===== src/rtl/segpage_pkg.sv =====
package segpage_pkg;
  localparam int SEG_W      = 13;
  localparam int VA_W       = 32;
  localparam int PA_W       = 32;
  localparam int IDX_W      = 10;
  localparam int PG_W       = 12;
  localparam int FRM_W      = PA_W - PG_W;
  localparam int ENT_W      = 2 * VA_W;
  localparam int SEG_ENT_SH = 3;
  localparam int PTE_SH     = 2;
  localparam int PTE_W      = 32;

  typedef enum logic [2:0] {
    FLT_NONE      = 3'd0,
    FLT_SEG_TRAP  = 3'd1,
    FLT_SEG_LIMIT = 3'd2,
    FLT_PG_OUTER  = 3'd3,
    FLT_PG_INNER  = 3'd4
  } fault_e;

  typedef enum logic [2:0] {
    ST_IDLE, ST_SEG_READ, ST_OUTER_READ, ST_INNER_READ, ST_DONE
  } walk_st_e;

  function automatic logic [PA_W-1:0] seg_entry_addr(input logic [PA_W-1:0] tbl,
                                                     input logic [SEG_W-1:0] sel);
    return tbl + (PA_W'(sel) << SEG_ENT_SH);
  endfunction

  function automatic logic [VA_W-1:0] lin_form(input logic [VA_W-1:0] base,
                                               input logic [VA_W-1:0] off);
    return base + off;
  endfunction

  function automatic logic [IDX_W-1:0] outer_idx(input logic [VA_W-1:0] lin);
    return lin[VA_W-1 -: IDX_W];
  endfunction

  function automatic logic [IDX_W-1:0] inner_idx(input logic [VA_W-1:0] lin);
    return lin[PG_W+IDX_W-1 : PG_W];
  endfunction

  function automatic logic [PA_W-1:0] pte_slot_addr(input logic [PA_W-1:0] tbl,
                                                    input logic [IDX_W-1:0] idx);
    return tbl + (PA_W'(idx) << PTE_SH);
  endfunction

  function automatic logic [PA_W-1:0] phys_form(input logic [FRM_W-1:0] frm,
                                                input logic [PG_W-1:0] pofs);
    return {frm, pofs};
  endfunction
endpackage


===== src/rtl/seg_bound_chk.sv =====
module seg_bound_chk
  import segpage_pkg::*;
(
  input  logic [SEG_W-1:0] sel,
  input  logic [SEG_W-1:0] sel_max,
  input  logic [VA_W-1:0]  off,
  input  logic [ENT_W-1:0] desc,
  output logic             trap_hit,
  output logic             lim_fault,
  output logic [VA_W-1:0]  lin_addr
);
  logic [VA_W-1:0] seg_base;
  logic [VA_W-1:0] seg_limit;

  assign seg_base  = desc[VA_W-1:0];
  assign seg_limit = desc[ENT_W-1:VA_W];
  assign trap_hit  = sel > sel_max;
  assign lim_fault = off > seg_limit;
  assign lin_addr  = lin_form(seg_base, off);
endmodule


===== src/rtl/walk_ctrl.sv =====
module walk_ctrl
  import segpage_pkg::*;
(
  input  logic             clk,
  input  logic             rst_n,
  input  logic             req_valid,
  output logic             req_ready,
  input  logic [SEG_W-1:0] req_seg,
  input  logic [VA_W-1:0]  req_off,
  input  logic [PA_W-1:0]  seg_tbl_base,
  input  logic [PA_W-1:0]  pt_root,
  input  logic             trap_hit,
  input  logic             lim_fault,
  input  logic [VA_W-1:0]  lin_addr,
  output logic [VA_W-1:0]  off_q,
  output logic             mem_rd_req,
  output logic [PA_W-1:0]  mem_rd_addr,
  input  logic             mem_rd_ack,
  input  logic [PTE_W-1:0] pte,
  output logic             resp_valid,
  output logic [PA_W-1:0]  resp_paddr,
  output logic [2:0]       resp_fault
);
  walk_st_e          st;
  logic [SEG_W-1:0]  seg_q;
  logic [PA_W-1:0]   stb_q;
  logic [PA_W-1:0]   root_q;
  logic [VA_W-1:0]   lin_q;
  logic [FRM_W-1:0]  inner_frm_q;
  logic [PA_W-1:0]   paddr_q;
  fault_e            fault_q;

  logic              accept;
  logic              pte_ok;
  logic [FRM_W-1:0]  pte_frm;

  assign accept     = req_valid && (st == ST_IDLE);
  assign req_ready  = (st == ST_IDLE);
  assign pte_ok     = pte[0];
  assign pte_frm    = pte[PTE_W-1:PG_W];
  assign mem_rd_req = (st == ST_SEG_READ) || (st == ST_OUTER_READ) || (st == ST_INNER_READ);
  assign resp_valid = (st == ST_DONE);
  assign resp_paddr = paddr_q;
  assign resp_fault = fault_q;

  always_comb begin
    case (st)
      ST_SEG_READ:   mem_rd_addr = seg_entry_addr(stb_q, seg_q);
      ST_OUTER_READ: mem_rd_addr = pte_slot_addr(root_q, outer_idx(lin_q));
      ST_INNER_READ: mem_rd_addr = pte_slot_addr({inner_frm_q, {PG_W{1'b0}}}, inner_idx(lin_q));
      default:       mem_rd_addr = '0;
    endcase
  end

  always_ff @(posedge clk) begin
    if (!rst_n) begin
      st          <= ST_IDLE;
      seg_q       <= '0;
      stb_q       <= '0;
      root_q      <= '0;
      off_q       <= '0;
      lin_q       <= '0;
      inner_frm_q <= '0;
      paddr_q     <= '0;
      fault_q     <= FLT_NONE;
    end else begin
      case (st)
        ST_IDLE: begin
          if (accept) begin
            seg_q   <= req_seg;
            off_q   <= req_off;
            stb_q   <= seg_tbl_base;
            root_q  <= pt_root;
            paddr_q <= '0;
            if (trap_hit) begin
              fault_q <= FLT_SEG_TRAP;
              st      <= ST_DONE;
            end else begin
              fault_q <= FLT_NONE;
              st      <= ST_SEG_READ;
            end
          end
        end
        ST_SEG_READ: begin
          if (mem_rd_ack) begin
            if (lim_fault) begin
              fault_q <= FLT_SEG_LIMIT;
              st      <= ST_DONE;
            end else begin
              lin_q <= lin_addr;
              st    <= ST_OUTER_READ;
            end
          end
        end
        ST_OUTER_READ: begin
          if (mem_rd_ack) begin
            if (!pte_ok) begin
              fault_q <= FLT_PG_OUTER;
              st      <= ST_DONE;
            end else begin
              inner_frm_q <= pte_frm;
              st          <= ST_INNER_READ;
            end
          end
        end
        ST_INNER_READ: begin
          if (mem_rd_ack) begin
            if (!pte_ok) begin
              fault_q <= FLT_PG_INNER;
            end else begin
              fault_q <= FLT_NONE;
              paddr_q <= phys_form(pte_frm, lin_q[PG_W-1:0]);
            end
            st <= ST_DONE;
          end
        end
        default: st <= ST_IDLE;
      endcase
    end
  end


  wait_hold_chk: assert property (@(posedge clk) disable iff (!rst_n)
    mem_rd_req && !mem_rd_ack |=> mem_rd_req && $stable(mem_rd_addr));


  resp_pulse_chk: assert property (@(posedge clk) disable iff (!rst_n)
    resp_valid |=> !resp_valid && req_ready);


  fault_zero_chk: assert property (@(posedge clk) disable iff (!rst_n)
    resp_valid && (resp_fault != FLT_NONE) |-> resp_paddr == '0);


  trap_noread_chk: assert property (@(posedge clk) disable iff (!rst_n)
    accept && trap_hit |=> !mem_rd_req && resp_valid && (resp_fault == FLT_SEG_TRAP));


  inner_align_chk: assert property (@(posedge clk) disable iff (!rst_n)
    (st == ST_INNER_READ) |-> mem_rd_addr[PTE_SH-1:0] == '0);


  idle_quiet_chk: assert property (@(posedge clk) disable iff (!rst_n)
    req_ready |-> !mem_rd_req && !resp_valid);
endmodule


===== src/rtl/segpage_xlate.sv =====
module segpage_xlate
  import segpage_pkg::*;
(
  input  logic             clk,
  input  logic             rst_n,
  input  logic             req_valid,
  output logic             req_ready,
  input  logic [SEG_W-1:0] req_seg,
  input  logic [VA_W-1:0]  req_off,
  input  logic [PA_W-1:0]  seg_tbl_base,
  input  logic [SEG_W-1:0] seg_tbl_len,
  input  logic [PA_W-1:0]  pt_root,
  output logic             mem_rd_req,
  output logic [PA_W-1:0]  mem_rd_addr,
  input  logic             mem_rd_ack,
  input  logic [ENT_W-1:0] mem_rd_data,
  output logic             resp_valid,
  output logic [PA_W-1:0]  resp_paddr,
  output logic [2:0]       resp_fault
);
  logic            trap_hit;
  logic            lim_fault;
  logic [VA_W-1:0] lin_addr;
  logic [VA_W-1:0] off_q;

  seg_bound_chk u_chk (
    .sel       (req_seg),
    .sel_max   (seg_tbl_len),
    .off       (off_q),
    .desc      (mem_rd_data),
    .trap_hit  (trap_hit),
    .lim_fault (lim_fault),
    .lin_addr  (lin_addr)
  );

  walk_ctrl u_walk (
    .clk          (clk),
    .rst_n        (rst_n),
    .req_valid    (req_valid),
    .req_ready    (req_ready),
    .req_seg      (req_seg),
    .req_off      (req_off),
    .seg_tbl_base (seg_tbl_base),
    .pt_root      (pt_root),
    .trap_hit     (trap_hit),
    .lim_fault    (lim_fault),
    .lin_addr     (lin_addr),
    .off_q        (off_q),
    .mem_rd_req   (mem_rd_req),
    .mem_rd_addr  (mem_rd_addr),
    .mem_rd_ack   (mem_rd_ack),
    .pte          (mem_rd_data[PTE_W-1:0]),
    .resp_valid   (resp_valid),
    .resp_paddr   (resp_paddr),
    .resp_fault   (resp_fault)
  );
endmodule


===== config.mk =====
export PLATFORM = sky130hd
export DESIGN_NAME = segpage_xlate
export DESIGN_NICKNAME = d
export VERILOG_FILES = /design/src/rtl/segpage_pkg.sv /design/src/rtl/seg_bound_chk.sv /design/src/rtl/walk_ctrl.sv /design/src/rtl/segpage_xlate.sv
export SDC_FILE = /design/constraint.sdc
export NUM_CORES = 1
export LEC_CHECK = 0
export CORE_ASPECT_RATIO = 0.6
export CORE_MARGIN = 4
export CORE_UTILIZATION = 55
export DETAILED_ROUTE_END_ITERATION = 6
export GPL_TIMING_DRIVEN = 0
export PLACE_DENSITY_LB_ADDON = 0.15
export SYNTH_ARGS = -nofsm -noshare
export SYNTH_HDL_FRONTEND = slang
export SYNTH_SLANG_ARGS = --single-unit

===== constraint.sdc =====
create_clock -name clk -period 9.5 [get_ports clk]
set_input_delay 1.9 -clock clk [delete_from_list [all_inputs] [get_ports clk]]
set_output_delay 1.9 -clock clk [all_outputs]
set_load 0.02 [all_outputs]

==> metrics.md <==
| Metric | Value |
|---|---|
| Outcome | complete, no violations |
| I/O pin count | 260 |
| Final ANT Viol Nets | 0 |
| Min Tclk post-route | 6.070 ns |
| Die area | between 20000 and 25000 um^2 |
| Die height | 122.0 um |
| Mux cell area share after synthesis | 2.384% |
| P_int | 1.588 mW |
| TritonCTS Sinks | 199 |
| Setup TNS | 0 ns |
| Final Max Tran Viols | 0 |
| Hold_ws | 0.4681 ns |
| Clock share of power | 32.1% |
| Final Util | 73.10% |
| Yosys cell types | 75 |
| Synth Instances | 1533 |
| Register area share after synthesis | 33.44% |
| Clock Pin Slew Worst Setup and Hold Paths | 0.07 ns |
| Worst EP arrival | 4.17 ns |
| Clock Latency Late Sink | 0.45 ns |
| H-Tree Depth | 4 |
| Initial core utilization | 56.37% |
| Initial DRC count | 1358 |
| Share of the synthesized area in the top cell type | 33.44% |
| Combinational power share | 27.8% |
| Yosys warnings | 0 |
| # setup viols final | 0 |
| Slew HR | 34.37% |
| Area delta synth->final | 29.68% |
| Adder-Cell Fraction of Synth Area | a little over a tenth |
| Psw | slightly below 0.8 mW |
| Post-synth top area cell | dfxtp_1 |
| Simple-Gate Fraction of Synth Area | 20.87% |
| Post-CTS Setup Bufs | 0 |
| Ys flop type | dfxtp_1 |
| CTS tree | done |
| Finished Cell Area | 15450 um^2 |
| Crit path kind | reg -> out |
| Fill cells | about 1600 |
| Xor/xnor cell area share of the yosys netlist | 5.367% |
| Post-DP Area | 14850 um^2 |
| Reg area | 3984 um^2 |
| RSZ-0062 raised after global routing | false |
| Worst Hold Class | reg -> reg |
| Worst-Margin Slew | approximately 0.98 ns |
| Flop pwr share | about two fifths |
| Number of CTS-inserted buffers | 17 |
| Syn_nets | 1825 |
| Fmax | 164.8 MHz |
| Compound-Gate Fraction of Synth Area | 21.95% |
| RePlAce Congestion | a little over 1 |
| Largest family of logic cells by synthesized area | compound AO/OA/AOI/OAI gates |
| Layout cells sized above 1 | 3.622% |
| Top cells by area, synth | dfxtp_1 (33%), nand2_1 (11%), ha_1 (10%), a21oi_1 (8.2%), xnor2_1 (3.5%) |
| Number of flops mapped to enable cells by yosys | 0 |
| Mean Syn Cell Area | around 8 um^2 |
| Pre-CTS setup slack | 4.013 ns |
| DR vias | between 10000 and 15000 |
| Mapped Area | 11910 um^2 |
| Initial antenna violation count | 2 |
| Pwr/cell area | 153.7 nW/um^2 |
| Register bit total from synthesis | between 150 and 200 |
| Post-CTS Hold Buffers | 0 |
| Die W | 198.0 um |
| Clk_skew | roughly 0.0079 ns |
| Final wirelength | 44480 um |
| FP Rows | 41 |
| Number of gates resized after CTS | 0 |
| Slack of the critical path | 3.431 ns |
| Vias in the first global route | 11680 |
| Max Cap Viol | 0 |
| Final period util | 63.89% |
| Multi-input combinational cell area | around 7300 um^2 |
| Total GRT Usage | 35.92% |
| Deepest clock path buffer count | 2 |
| Largest net degree at the start of global routing | 17 |
| FFs w/ async S/R, synth | 0% |
| WL per Instance | approximately 21 um |
| First-pass GRT wire length | 66520 um |
| Sw Share | 33.15% |
| VDD IR max | around 0.12 mV |
| DR pass1 iterations | 5 |
| CP max FO | 8 |
| Startpoint Class | flop |
| CP endpoint kind | output port |
| Ant. Diodes | 0 |
| Total grt overflow | 0 |
| Worst EP required | 7.60 ns |
| DRC | 0 |
| Core Footprint | between 20000 and 25000 um^2 |
| Final nets | 2102 |
| Lkg Pwr | 6.207 nW |
| Root Driver | clkbuf_16 |
| Number of port buffers | 258 |
| Vias/cell | 5.950 |
| HPWL after DPL | 35400 um |
| Hold Violations, Final | 0 |
-- cell usage after synthesis (all sizes together), types with 3 or more instances --
| library cell | count |
|---|---|
| o31a | 4 |
| nor2 | 105 |
| nand3 | 31 |
| o2111ai | 3 |
| nand2b | 9 |
| buf | 13 |
| o21ai | 46 |
| ha | 99 |
| a31oi | 5 |
| mux2 | 3 |
| or3 | 8 |
| a221o | 7 |
| a22o | 3 |
| nor4 | 3 |
| o21a | 12 |
| o31ai | 3 |
| fa | 3 |
| a21o | 25 |
| a211oi | 8 |
| nand3b | 3 |
| inv | 64 |
| and4 | 8 |
| nand2 | 335 |
| and3 | 11 |
| xor2 | 26 |
| o221ai | 12 |
| and2 | 7 |
| o211ai | 7 |
| a21oi | 196 |
| o21bai | 4 |
| nor3 | 15 |
| o22ai | 6 |
| dfxtp | 199 |
| nor2b | 9 |
| mux2i | 25 |
| a22oi | 44 |
| or4 | 3 |
| xnor2 | 47 |
| a221oi | 4 |
| clkbuf | 72 |
| nand4 | 19 |
-- layout by cell type (no fill, tap or decap), types with 5 or more instances in the layout --
cell and n:
clkbuf_16 17, xnor2_1 47, and2_1 7, o211ai_1 7, and4_1 7, a21oi_1 196, ha_1 99, o21ai_0 46
buf_2 5, clkdlybuf4s50_1 258, o22ai_1 6, xor2_1 26, a21o_1 24, nand2_1 335, o221ai_1 8, nor3_1 14
dfxtp_1 199, nor2_1 105, inv_1 63, clkbuf_1 74, nand4_1 18, a22oi_1 44, nand3_1 31, nand2b_1 9
a221o_1 7, mux2i_1 25, and3_1 11, a31oi_1 5, a211oi_1 7, o21a_1 12, buf_6 5, nor2b_1 9
-- worst max-delay path, cell delays in order (launching register included) --
cell,delay [ns]
dfxtp_1,0.35
ha_1,0.17
inv_1,0.06
fa_1,0.40
nor2b_1,0.13
o21a_1,0.14
o21ai_0,0.16
a211oi_1,0.66
o21a_1,0.45
o211ai_1,0.15
xnor2_1,0.15
a221o_1,0.36
clkdlybuf4s50_1,0.54
-- logic make-up (layout without fill, tap and decap cells) --
logic type / Yosys count / in the layout
buffers and inverters: 149 / 438
AO/OA/AOI/OAI: 409 / 409
multiplexers: 28 / 28
flip-flops: 199 / 199
AND/OR/NAND/NOR: 573 / 573
XOR/XNOR: 73 / 73
adder cells (fa/ha/maj): 102 / 102
-- state kept, by name, indices dropped and copies added (netlist names) --
name and cells:
u_walk.inner_frm_q 20, u_walk.lin_q 32, u_walk.off_q 32, u_walk.resp_fault 3, u_walk.resp_paddr 32, u_walk.root_q 32, u_walk.seg_q 13, u_walk.st 3
u_walk.stb_q 32
-- path summary, 6_finish.rpt --
path / start / end / slack (ns) / cells past startpoint
worst max-delay path: u_walk.seg_q[0] / mem_rd_addr[21] / 3.43 / 12
worst min-delay path: u_walk.stb_q[5] / u_walk.stb_q[5] / 0.47 / 2
worst max register to register: u_walk.off_q[5] / u_walk.lin_q[23] / 6.44 / 9
worst min register to register: u_walk.stb_q[5] / u_walk.stb_q[5] / 0.47 / 2
-- metrics by stage --
step | power [mW] | std cells
finish | 2.375 | 2101
global route | 2.469 | 2101
CTS | 2.351 | 2101
detailed placement | 1.600 | 2070
global placement | 1.584 | 2070
floorplan | 1.327 | 1533
-- power by group through the flow --
stage | Clock [mW] | Combinational, mW | Sequential (mW)
2_1_floorplan | 0 | 0.384 | 0.943
3_3_place_gp | 0 | 0.620 | 0.965
3_5_place_dp | 0 | 0.633 | 0.967
4_1_cts | 0.761 | 0.641 | 0.948
5_1_grt | 0.797 | 0.715 | 0.957
6_report | 0.762 | 0.660 | 0.953
-- area by class of cell --
cell class	instances	share of cell area [%]
Clock buffer	21	2.980
Timing Repair Buffer	258	16.72
Multi-Input combinational cell	1185	47.40
Tap cell	279	2.259
Inverter	64	1.555
Clock inverter	10	0.9313
Sequential cell	199	25.79
Buffer	85	2.373
-- layer usage --
layer,up-vias,wire length [um],GRT usage (%)
met5,-,21,0
met4,4,826,7.653
met3,84,6407,13.88
met2,700,17400,49.89
met1,5826,19820,52.59
li1,5888,-,-
Power figures use the tool's default switching activity.
